--- config.mk ---
export PLATFORM = sky130hd
export DESIGN_NAME = exc_frame_seq
export DESIGN_NICKNAME = d
export VERILOG_FILES = /design/src/rtl/exc_frame_pkg.sv /design/src/rtl/stack_ptr_dec.sv /design/src/rtl/frame_word_sel.sv /design/src/rtl/exc_frame_seq.sv
export SDC_FILE = /design/constraint.sdc
export NUM_CORES = 1
export LEC_CHECK = 0
export CORE_ASPECT_RATIO = 0.7
export CORE_UTILIZATION = 45
export CTS_CLUSTER_DIAMETER = 200
export CTS_CLUSTER_SIZE = 40
export DETAILED_ROUTE_END_ITERATION = 8
export PLACE_DENSITY = 0.78
export SETUP_SLACK_MARGIN = 0.05
export SLEW_MARGIN = 10
export SYNTH_ARGS = -nofsm -noshare
export SYNTH_HDL_FRONTEND = slang
export SYNTH_SLANG_ARGS = --single-unit
--- constraint.sdc ---
create_clock -name clk -period 3.5 [get_ports clk]
set_clock_uncertainty 0.15 [all_clocks]
set_input_delay 0.35 -clock clk [delete_from_list [all_inputs] [get_ports clk]]
set_output_delay 0.35 -clock clk [all_outputs]
set_load 0.03 [all_outputs]
--- src/rtl/exc_frame_pkg.sv ---
package exc_frame_pkg;
    typedef enum logic [1:0] {
        ST_IDLE = 2'd0,
        ST_PUSH = 2'd1,
        ST_JUMP = 2'd2
    } seq_state_e;

    localparam int STEP_W     = 3;
    localparam int USER_WORDS = 6;
    localparam int KERN_WORDS = 4;
endpackage

--- src/rtl/stack_ptr_dec.sv ---
module stack_ptr_dec #(
    parameter int ADDR_W     = 32,
    parameter int WORD_BYTES = 4
) (
    input  logic [ADDR_W-1:0] sp_i,
    output logic [ADDR_W-1:0] sp_o
);
    localparam logic [ADDR_W-1:0] STEP = ADDR_W'(WORD_BYTES);

    // plain modular subtraction
    assign sp_o = sp_i - STEP;
endmodule

--- src/rtl/frame_word_sel.sv ---
module frame_word_sel
    import exc_frame_pkg::*;
#(
    parameter int DATA_W = 32,
    parameter int ADDR_W = 32,
    parameter int SEL_W  = 16
) (
    input  logic [STEP_W-1:0] step_i,
    input  logic              user_i,
    input  logic [SEL_W-1:0]  oss_i,
    input  logic [ADDR_W-1:0] osp_i,
    input  logic [DATA_W-1:0] flags_i,
    input  logic [SEL_W-1:0]  cs_i,
    input  logic [DATA_W-1:0] ip_i,
    input  logic [DATA_W-1:0] err_i,
    output logic [DATA_W-1:0] word_o,
    output logic              last_o
);
    localparam int SKIP = USER_WORDS - KERN_WORDS;

    logic [STEP_W-1:0] slot;

    always_comb begin
        slot = user_i ? step_i : step_i + STEP_W'(SKIP);
        unique case (slot)
            3'd0:    word_o = DATA_W'(oss_i);
            3'd1:    word_o = DATA_W'(osp_i);
            3'd2:    word_o = flags_i;
            3'd3:    word_o = DATA_W'(cs_i);
            3'd4:    word_o = ip_i;
            default: word_o = err_i;
        endcase
        last_o = (slot == STEP_W'(USER_WORDS - 1));
    end
endmodule

--- src/rtl/exc_frame_seq.sv ---
module exc_frame_seq
    import exc_frame_pkg::*;
#(
    parameter int ADDR_W = 32,
    parameter int DATA_W = 32,
    parameter int SEL_W  = 16
) (
    input  logic              clk,
    input  logic              rst_n,
    input  logic              fault_i,
    input  logic [DATA_W-1:0] flags_i,
    input  logic [SEL_W-1:0]  cs_i,
    input  logic [DATA_W-1:0] ip_i,
    input  logic [SEL_W-1:0]  ss_i,
    input  logic [ADDR_W-1:0] sp_i,
    input  logic [DATA_W-1:0] err_i,
    input  logic [SEL_W-1:0]  tss_ss_i,
    input  logic [ADDR_W-1:0] tss_sp_i,
    input  logic [SEL_W-1:0]  hnd_cs_i,
    input  logic [ADDR_W-1:0] hnd_ip_i,
    input  logic              mem_ack_i,
    output logic              mem_wr_o,
    output logic [ADDR_W-1:0] mem_addr_o,
    output logic [DATA_W-1:0] mem_wdata_o,
    output logic              busy_o,
    output logic [SEL_W-1:0]  new_ss_o,
    output logic [ADDR_W-1:0] new_sp_o,
    output logic [SEL_W-1:0]  new_cs_o,
    output logic [ADDR_W-1:0] new_ip_o,
    output logic              jump_o
);
    localparam int WORD_BYTES = DATA_W / 8;

    typedef struct packed {
        seq_state_e        st;
        logic [STEP_W-1:0] step;
        logic              user;
        logic [ADDR_W-1:0] sp;
        logic [SEL_W-1:0]  ss;
        logic [SEL_W-1:0]  oss;
        logic [ADDR_W-1:0] osp;
        logic [DATA_W-1:0] flags;
        logic [SEL_W-1:0]  cs;
        logic [DATA_W-1:0] ip;
        logic [DATA_W-1:0] err;
        logic [SEL_W-1:0]  hcs;
        logic [ADDR_W-1:0] hip;
    } seq_regs_t;

    seq_regs_t         q, d;
    logic [ADDR_W-1:0] sp_next;
    logic [DATA_W-1:0] word;
    logic              last;
    logic              wr_d, jump_d;
    logic              user_fault;

    stack_ptr_dec #(.ADDR_W(ADDR_W), .WORD_BYTES(WORD_BYTES)) u_dec (
        .sp_i (q.sp),
        .sp_o (sp_next)
    );

    frame_word_sel #(.DATA_W(DATA_W), .ADDR_W(ADDR_W), .SEL_W(SEL_W)) u_sel (
        .step_i  (q.step),
        .user_i  (q.user),
        .oss_i   (q.oss),
        .osp_i   (q.osp),
        .flags_i (q.flags),
        .cs_i    (q.cs),
        .ip_i    (q.ip),
        .err_i   (q.err),
        .word_o  (word),
        .last_o  (last)
    );

    assign user_fault = (cs_i[1:0] != 2'b00);

    always_comb begin
        d      = q;
        wr_d   = 1'b0;
        jump_d = 1'b0;
        unique case (q.st)
            ST_IDLE: begin
                if (fault_i) begin
                    d.st    = ST_PUSH;
                    d.step  = '0;
                    d.user  = user_fault;
                    d.ss    = user_fault ? tss_ss_i : ss_i;
                    d.sp    = user_fault ? tss_sp_i : sp_i;
                    d.oss   = ss_i;
                    d.osp   = sp_i;
                    d.flags = flags_i;
                    d.cs    = cs_i;
                    d.ip    = ip_i;
                    d.err   = err_i;
                    d.hcs   = hnd_cs_i;
                    d.hip   = hnd_ip_i;
                end
            end
            ST_PUSH: begin
                wr_d = 1'b1;
                if (mem_ack_i) begin
                    d.sp   = sp_next;
                    d.step = q.step + 1'b1;
                    if (last) d.st = ST_JUMP;
                end
            end
            default: begin
                jump_d = 1'b1;
                d.st   = ST_IDLE;
            end
        endcase
    end

    always_ff @(posedge clk) begin
        if (!rst_n) q <= '0;
        else        q <= d;
    end

    assign mem_wr_o    = wr_d;
    assign mem_addr_o  = sp_next;
    assign mem_wdata_o = word;
    assign busy_o      = (q.st != ST_IDLE);
    assign jump_o      = jump_d;
    assign new_ss_o    = q.ss;
    assign new_sp_o    = q.sp;
    assign new_cs_o    = {q.hcs[SEL_W-1:2], 2'b00};
    assign new_ip_o    = q.hip;


    write_hold_chk: assert property (@(posedge clk) disable iff (!rst_n)
        (mem_wr_o && !mem_ack_i) |=> (mem_wr_o && $stable(mem_addr_o) && $stable(mem_wdata_o)));

    sp_step_chk: assert property (@(posedge clk) disable iff (!rst_n)
        (mem_wr_o && mem_ack_i) |=> (new_sp_o == $past(new_sp_o) - ADDR_W'(WORD_BYTES)));

    jump_pulse_chk: assert property (@(posedge clk) disable iff (!rst_n)
        jump_o |=> (!jump_o && !busy_o));

    jump_rpl_chk: assert property (@(posedge clk) disable iff (!rst_n)
        jump_o |-> (new_cs_o[1:0] == 2'b00));

    busy_write_chk: assert property (@(posedge clk) disable iff (!rst_n)
        (mem_wr_o || jump_o) |-> busy_o);

    busy_hold_chk: assert property (@(posedge clk) disable iff (!rst_n)
        (busy_o && !jump_o) |=> busy_o);
endmodule

== Word level (Yosys, flattened, before mapping) ==
Cells that the tools add are included.

* $add $sub $neg: 3
* Multipliers: 0
* Div/mod/pow operators: 0
* $lt $le $gt $ge: 0
* Eq/ne operators: 9
* Shift-type cells: 0
* Mux-type cells: 13
* Bitwise operators: 0
* Reduce and logical (&&, ||, !) cells: 9

{| class="wikitable"
|+ Operator list
! cell !! count
|-
| two-way mux 262 bit || 1
|-
| one-hot mux 32 bit (5 select lines) || 1
|-
| two-way mux 32 bit || 2
|-
| one-hot mux 32 bit (2 select lines) || 1
|-
| subtractor 32 x 3 -> 32 bit (second input constant) || 1
|-
| two-way mux 16 bit || 1
|-
| == test 3 x 2 -> 1 bit (second input constant) || 2
|-
| == test 3 bit (second input constant) || 2
|-
| != test 2 bit (second input constant) || 3
|-
| one-hot mux 3 bit (2 select lines) || 1
|-
| AND reduction 3 bit || 2
|-
| nonzero test 2 bit || 3
|-
| two-way mux 5 bit || 1
|-
| one-hot mux 2 bit (2 select lines) || 1
|-
| adder 3 x 1 -> 3 bit (second input constant) || 1
|-
| adder 3 x 2 -> 3 bit (second input constant) || 1
|-
| == test 3 x 1 -> 1 bit (second input constant) || 1
|-
| logical NOT 3 bit || 1
|-
| two-way mux 3 bit || 1
|-
| == test 2 x 1 -> 1 bit (second input constant) || 1
|-
| logical NOT 2 bit || 1
|-
| two-way mux 1 bit || 2
|-
| two-way mux 2 bit || 1
|-
| AND reduction 2 bit || 1
|-
| OR reduction 2 bit || 1
|}

* Flip-flop bits (word level): 262
* Latch bits: 0
* Memory bits (writable): 0
* Memory bits (read-only): 0
* Input port bits: 260
* Output and inout bits: 163
* Logic and storage cells: 47
* Memories: 0

== Longest topological paths before layout ==
Gate-level depths: netlist of the first run.

* Word-level depth: 6
* Gate-level depth with buffers: 8

== Cells and area by module ==
Synthesis of the first run repeated with hierarchy kept, for this count alone.

* Cells, all modules: 1738
* Area total of the unflattened synthesis: 13270.2 um2

{| class="wikitable"
|+ Modules (own cells, without submodules)
! module !! times used !! cells an instance !! area each (um2)
|-
| exc_frame_seq || 1 || 1382 || 10885.4
|-
| frame_word_sel || 1 || 272 || 1761.7
|-
| stack_ptr_dec || 1 || 84 || 623.1
|}

== Worst setup path after synthesis of the first run ==
OpenSTA, ideal clock, no wires.

* Path kind: flip-flop to output port
* From: register q, in the netlist new_sp_o[12]
* To: output mem_addr_o[29]
* Arrival time: 2.497 ns
* Required time: 3.000 ns
* Path slack: 0.503 ns
* Stages on the path, launching flop included: 8
* Path buffers: 2
* Cells stage by stage: dfxtp_1 > buf_6 > or4_4 > buf_6 > or4_4 > nor3_4 > nand2_1 > xnor2_1

* Longest elaborated chain between the ends: 1

{| class="wikitable"
|+ Ends and longest elaborated chain
! element !! RTL line !! RTL
|-
| from (decl) || exc_frame_seq.sv:50 || <nowiki>seq_regs_t q, d;</nowiki>
|-
| from (signal assigned) || exc_frame_seq.sv:115 || <nowiki>if (!rst_n) q <= '0;</nowiki>
|-
| from (signal assigned) || exc_frame_seq.sv:116 || <nowiki>else q <= d;</nowiki>
|-
| subtractor 32 x 3 -> 32 bit || stack_ptr_dec.sv:11 || <nowiki>assign sp_o = sp_i - STEP;</nowiki>
|-
| to (decl) || exc_frame_seq.sv:23 || <nowiki>output logic [ADDR_W-1:0] mem_addr_o,</nowiki>
|}

No other way between the ends.

== Final worst setup path of the first run ==
* From: register q, in the netlist new_sp_o[2]
* To: output mem_addr_o[20]

The elaborated chain is that of the path after synthesis.

==> results of run 1 <==
-- worst max path at each step --
stage / start / cells past startpoint / slack [ps] / to
6_report: new_sp_o[2] / 8 / 110 / mem_addr_o[20]
5_1_grt: new_sp_o[2] / 8 / 8 / mem_addr_o[16]
4_1_cts: q[259] / 6 / 7 / mem_wdata_o[10]
3_5_place_dp: new_sp_o[23] / 6 / 230 / mem_addr_o[30]
3_3_place_gp: new_sp_o[23] / 6 / 310 / mem_addr_o[30]
2_1_floorplan: new_sp_o[12] / 7 / 500 / mem_addr_o[29]
-- cell usage after synthesis (3+ instances only) --
library cell,number
dfxtp_1,260
a22o_1,206
nand2_1,136
buf_4,98
clkbuf_1,86
a21oi_1,40
o21ai_0,36
mux2i_1,32
a222oi_1,31
nor2_1,28
nand3_1,24
a22oi_1,20
nor3_1,20
xnor2_1,13
xor2_1,12
o22ai_1,10
nand2b_1,9
inv_1,8
nor4_1,8
or3_1,8
a31oi_1,6
buf_1,6
o21ai_1,6
o32ai_1,6
or4_1,6
nor2b_1,5
o211ai_1,5
or2_2,4
a21o_1,3
nand4_1,3
-- cell type report --
cell class	count	area [um2]
Clock buffer	11	275
Clock inverter	1	20.0
Fill cell	2015	8450
Inverter	9	33.8
Multi-Input combinational cell	713	5040
Sequential cell	260	5210
Tap cell	318	398
Timing Repair Buffer	463	4630
-- critical path: cells and delay by family (launching register included) --
kind / cells / cell delay, ps
simple gates: 3 / 890
xor+xnor: 1 / 200
flops: 1 / 420
buf+inv: 3 / 680
fa+ha+maj: 1 / 190
-- sequential cells by signal (all words and copies together) (netlist names) --
name,count
new_sp_o,32
new_ss_o,16
q,166
new_ip_o,32
new_cs_o,14
-- power breakdown --
| part | internal [mW] | switching, mW |
|---|---|---|
| sequential | 3.15 | 0.150 |
| combinational | 0.923 | 1.12 |
| clock | 0.586 | 0.953 |
-- metal layers --
layer	global-route usage (%)	vias to the layer above	share of wire (%)
li1	-	4829	-
met3	6.41	58	8.8
met5	0	-	0.060
met4	8.18	4	2.7
met1	41.0	4990	44
met2	47.7	500	45
-- what timing repair did --
action                                  CTS  global route
gates resized for setup                  45            22
pin swaps                                 4             3
gates cloned                              2             0
setup buffers                             2             0
endpoints found under the setup margin   33            32
-- through the flow --
stage	power (mW)	cell area [um2]	hold WS (ps)	worst slack, ps
2_1_floorplan	4.48	11200	276	503
3_3_place_gp	5.36	15200	285	305
3_5_place_dp	5.39	15200	293	229
4_1_cts	6.89	15600	264	7.34
5_1_grt	7.13	15600	259	8.09
6_report	6.88	15600	268	107
-- kinds of logic (layout without fill, tap and decap cells) --
logic type,after synthesis,in the layout,share of synthesized area (%)
other cells,1,2,0.0335
xor+xnor,25,25,1.96
mux,33,33,2.96
buf+inv,202,484,10.2
flops,260,260,46.5
simple gates,264,265,11.1
compound gates,385,386,27.1
fa+ha+maj,2,2,0.223
==> results.json, run 1 <==
{
  "ys_types": 57,
  "synth-edff-count": 0,
  "cpMaxStageDelayCell": "or3b_1",
  "fp.coreArea_mm2": 0.0241,
  "cts-hold-fix-buffers": 0,
  "layout_commonest_cell": "clkdlybuf4s50_1",
  "start_kind": "flop",
  "crit_type": "reg -> out",
  "fin_crit_ps": 3390,
  "grt_pass1_vias": 9977,
  "nets": 1719,
  "setup_viol": 0,
  "drt.antenna.violating_nets": 0,
  "area_growth_pct": 39.3,
  "h-tree-depth": 1,
  "wl_um": 40000,
  "drive_above_1_share_pct": 8.10,
  "rsz0062_at_grt": "true",
  "hold_path_depth": 2,
  "maxCapViolCount": 0,
  "slowest_delay_ps": 480,
  "grt_pass1_wl_um": 59300,
  "max_freq_mhz": 295,
  "die_area_mm2": 0.0255,
  "r2r_cells": 6,
  "cts_buffers": 10,
  "yosysTopAreaCell": "dfxtp_1",
  "cts.clk_slew.worst_paths_ps": 160,
  "wire_per_inst_um": 22.5,
  "initial_core_util_pct": 46.6,
  "power.density_mw_per_mm2": 441,
  "status": "finished clean",
  "die_w_um": 191,
  "cp_max_fo": 7,
  "cts-root-buf": "clkbuf_16",
  "grt_overflow": 0,
  "ios": 423,
  "endpoint_kind": "primary output",
  "drtIter0Drc": 1027,
  "clockBufferDepth": 3,
  "yosys.area.top_type_share_pct": 46.5,
  "gp_congestion": 0.899,
  "die_h_um": 134,
  "layout.cells.non_filler": 1775,
  "dp.cells": 1759,
  "synth_seq_area_share_pct": 46.5,
  "grtUsageTotal_pct": 30.0,
  "synthFlopType": "dfxtp_1",
  "rows": 47,
  "cts.sinks": 260,
  "r2r-end": "new_sp_o[30]",
  "peakVddDrop_v": 0.000321,
  "critPathRequiredTime_ps": 3000,
  "maxSlewHeadroom_pct": 35.2,
  "port_buffers": 418,
  "antenna_cells": 0,
  "grt_max_degree": 96,
  "p_leak_nw": 6.27,
  "layout_common_cells": "381 x clkdlybuf4s50_1, 255 x dfxtp_1, 206 x a22o_1, 136 x nand2_1, 47 x buf_4",
  "cts_tree": "built",
  "syn_area_per_cell_um2": 9.56,
  "holdPathEnd": "q[158]",
  "fin_crit_sh_pct": 97.0,
  "netlist_area_mm2": 0.0112,
  "first_pass_iters": 6,
  "fin_util_pct": 64.9,
  "antenna_found_initial": 2,
  "holdCritPathClass": "in -> reg",
  "clock_latency_ps": 500,
  "ys_async_sr_fraction_pct": 0,
  "remaining_drc_errors": 0,
  "ys_ff_latch": 260,
  "yosysWarnings": 0,
  "crit_arrival_ps": 2890,
  "r2r_start": "new_sp_o[23]",
  "hold_viol": 0,
  "report.final.slew_viol_count": 0,
  "hpwl_um": 29100,
  "min_from": "flags_i[30]",
  "syn_inst": 1172,
  "rrSetupSlack_ps": 910,
  "crit_chain": "inv_1, ha_1, or3b_1, nor3_2, buf_4, nand3_1, xnor2_1, clkdlybuf4s15_1",
  "vias": 10400,
  "tightest_slew_ps": 969,
  "finalSetupTns_ps": 0,
  "yosys-top-cells-area": "dfxtp_1 46%, a22o_1 16%, buf_4 6.6%",
  "vias_per_cell": 5.85
}
(Power assumes the default switching activity.)
==> inputs of run 2 (changes only) <==
Settings changed: CTS_BUF_LIST from default to sky130_fd_sc_hd__clkbuf_16.
==> results of run 2 <==
No change in the layout: final DEF, timing and power equal those of run 1.
==> inputs of run 3 (changes only) <==
Settings changed: CTS_CLUSTER_SIZE 40 to default, SLEW_MARGIN 10 to 20.
==> results.json, run 3 (synthesis gave the netlist of run 1 again) <==
{
  "holdPathEnd": "q[96]",
  "tightest_slew_ps": 939,
  "h-tree-depth": 1,
  "setup_viol": 0,
  "wl_um": 40800,
  "start_kind": "flop",
  "vias_per_cell": 5.87,
  "first_pass_iters": 6,
  "switching_power_mw": 2.48,
  "gp_congestion": 0.899,
  "power.density_mw_per_mm2": 513,
  "grt_overflow": 0,
  "maxSlewHeadroom_pct": 37.3,
  "cpMaxStageDelayCell": "or4_1",
  "area_growth_pct": 44.6,
  "wire_per_inst_um": 22.6,
  "crit_type": "reg -> out",
  "die_w_um": 191,
  "internal_power_mw": 5.83,
  "top_register": "q",
  "clock_latency_ps": 540,
  "fin_util_pct": 67.4,
  "rsz0062_at_grt": "true",
  "fp.coreArea_mm2": 0.0241,
  "holdCritPathClass": "in -> reg",
  "endpoint_kind": "primary output",
  "clkPwrFrac_pct": 35.7,
  "r2r_cells": 6,
  "drt.antenna.violating_nets": 0,
  "rows": 47,
  "crit_family": "simple AND/OR/NAND/NOR gates",
  "vias": 10600,
  "cp.buffers_inverters": 1,
  "drive_above_1_share_pct": 9.59,
  "r2r-end": "new_sp_o[30]",
  "hpwl_um": 29100,
  "maxCapViolCount": 0,
  "hold_viol": 0,
  "p_leak_nw": 6.58,
  "dp.cells": 1759,
  "critPathRequiredTime_ps": 3000,
  "placed_area_mm2": 0.0152,
  "layout_common_cells": "381 x clkdlybuf4s50_1, 256 x dfxtp_1, 206 x a22o_1, 136 x nand2_1, 47 x buf_4",
  "port_buffers": 418,
  "cts_buffers": 26,
  "status": "finished clean",
  "swShare_pct": 29.8,
  "die_h_um": 134,
  "rrSetupSlack_ps": 930,
  "remaining_drc_errors": 0,
  "cts.clk_slew.worst_paths_ps": 70,
  "crit_chain": "or4_1, or2_2, nand2b_1, or4_1, nand2_1, clkdlybuf4s15_2",
  "layout_commonest_cell": "clkdlybuf4s50_1",
  "antenna_found_initial": 3,
  "cp_max_fo": 7,
  "min_from": "ip_i[16]",
  "grtUsageTotal_pct": 30.7,
  "power_frac_comb_pct": 24.6,
  "nets": 1735,
  "final_area_mm2": 0.0162,
  "cts-root-buf": "clkbuf_16",
  "die_area_mm2": 0.0255,
  "report.final.slew_viol_count": 0,
  "sequentialPowerShare_pct": 39.7,
  "cts-hold-fix-buffers": 0,
  "fin_crit_sh_pct": 97.6,
  "layout.cells.non_filler": 1810,
  "grt_pass1_wl_um": 60500,
  "drtIter0Drc": 929,
  "grt_pass1_vias": 10200,
  "crit_arrival_ps": 2920,
  "largest_reg_flops": 166,
  "initial_core_util_pct": 46.6,
  "r2r_start": "new_sp_o[23]",
  "ios": 423,
  "slowest_delay_ps": 540,
  "max_freq_mhz": 293,
  "fin_crit_ps": 3420,
  "peakVddDrop_v": 0.000385,
  "hold_path_depth": 2,
  "cts.sinks": 260,
  "clockBufferDepth": 3,
  "cp_common_cell": "or4_1",
  "cts_tree": "built",
  "grt_max_degree": 96
}
run 3: cell count changes in the layout (fill, tap and decap cells not counted), sizes merged:
| cell | change |
|---|---|
| clkdlybuf4s15 | -2 |
| buf | +1 |
| clkinv | +10 |
| clkinvlp | +1 |
| diode | +1 |
| clkbuf | +17 |
| inv | +2 |
| bufinv | +5 |
run 3: metrics by stage:
stage | hold slack (ps) | setup slack, ps | total power, mW | TNS (ps)
floorplan | 276 | 503 | 4.48 | 0
global route | 241 | 10.1 | 8.59 | 0
detailed placement | 293 | 229 | 5.39 | 0
finish | 249 | 84.0 | 8.31 | 0
global placement | 285 | 305 | 5.36 | 0
CTS | 228 | -6.32 | 8.33 | -6.32
run 3: how the worst max path moves through the flow:
stage	from	cells past startpoint	endpoint
2_1_floorplan	new_sp_o[12]	7	mem_addr_o[29]
4_1_cts	q[259]	6	mem_wdata_o[10]
5_1_grt	new_sp_o[2]	8	mem_addr_o[22]
6_report	new_sp_o[23]	6	mem_addr_o[31]
3_3_place_gp	new_sp_o[23]	6	mem_addr_o[30]
3_5_place_dp	new_sp_o[23]	6	mem_addr_o[30]
run 3: power groups by stage:
stage / registers, mW / logic, mW / clock network (mW)
floorplan: 3.31 / 1.17 / 0
global placement: 3.35 / 2.02 / 0
detailed placement: 3.35 / 2.03 / 0
CTS: 3.29 / 2.03 / 3.00
global route: 3.32 / 2.15 / 3.12
finish: 3.30 / 2.05 / 2.96
run 3: final cells by class:
cell class	instances	area (um2)
Tap cell	318	398
Clock buffer	27	676
Clock inverter	19	223
Multi-Input combinational cell	713	5040
Fill cell	1933	7850
Timing Repair Buffer	463	4620
Antenna cell	1	2.50
Sequential cell	260	5210
Inverter	9	33.8
run 3: per-layer routing:
| layer | vias to the layer above | global-route usage [%] | part of all wire [%] |
|---|---|---|---|
| met1 | 5114 | 41.0 | 42 |
| met5 | - | 0 | 0.061 |
| li1 | 4890 | - | - |
| met4 | 4 | 10.2 | 3.3 |
| met3 | 83 | 7.64 | 9.4 |
| met2 | 530 | 48.5 | 45 |
run 3: worst register-to-register path: stages (launching register included):
cell and delay [ps]:
dfxtp_1 390, or4_1 540, buf_4 180, nor4_2 380, nand4_1 260, o211ai_1 220
or3b_1 350
run 3: what timing repair did:
item | 4_1_cts | 5_1_grt
gates resized for setup | 46 | 23
cloned | 2 | 0
pin swaps | 4 | 3
buffers inserted | 2 | 0
endpoints found under the setup margin | 33 | 31
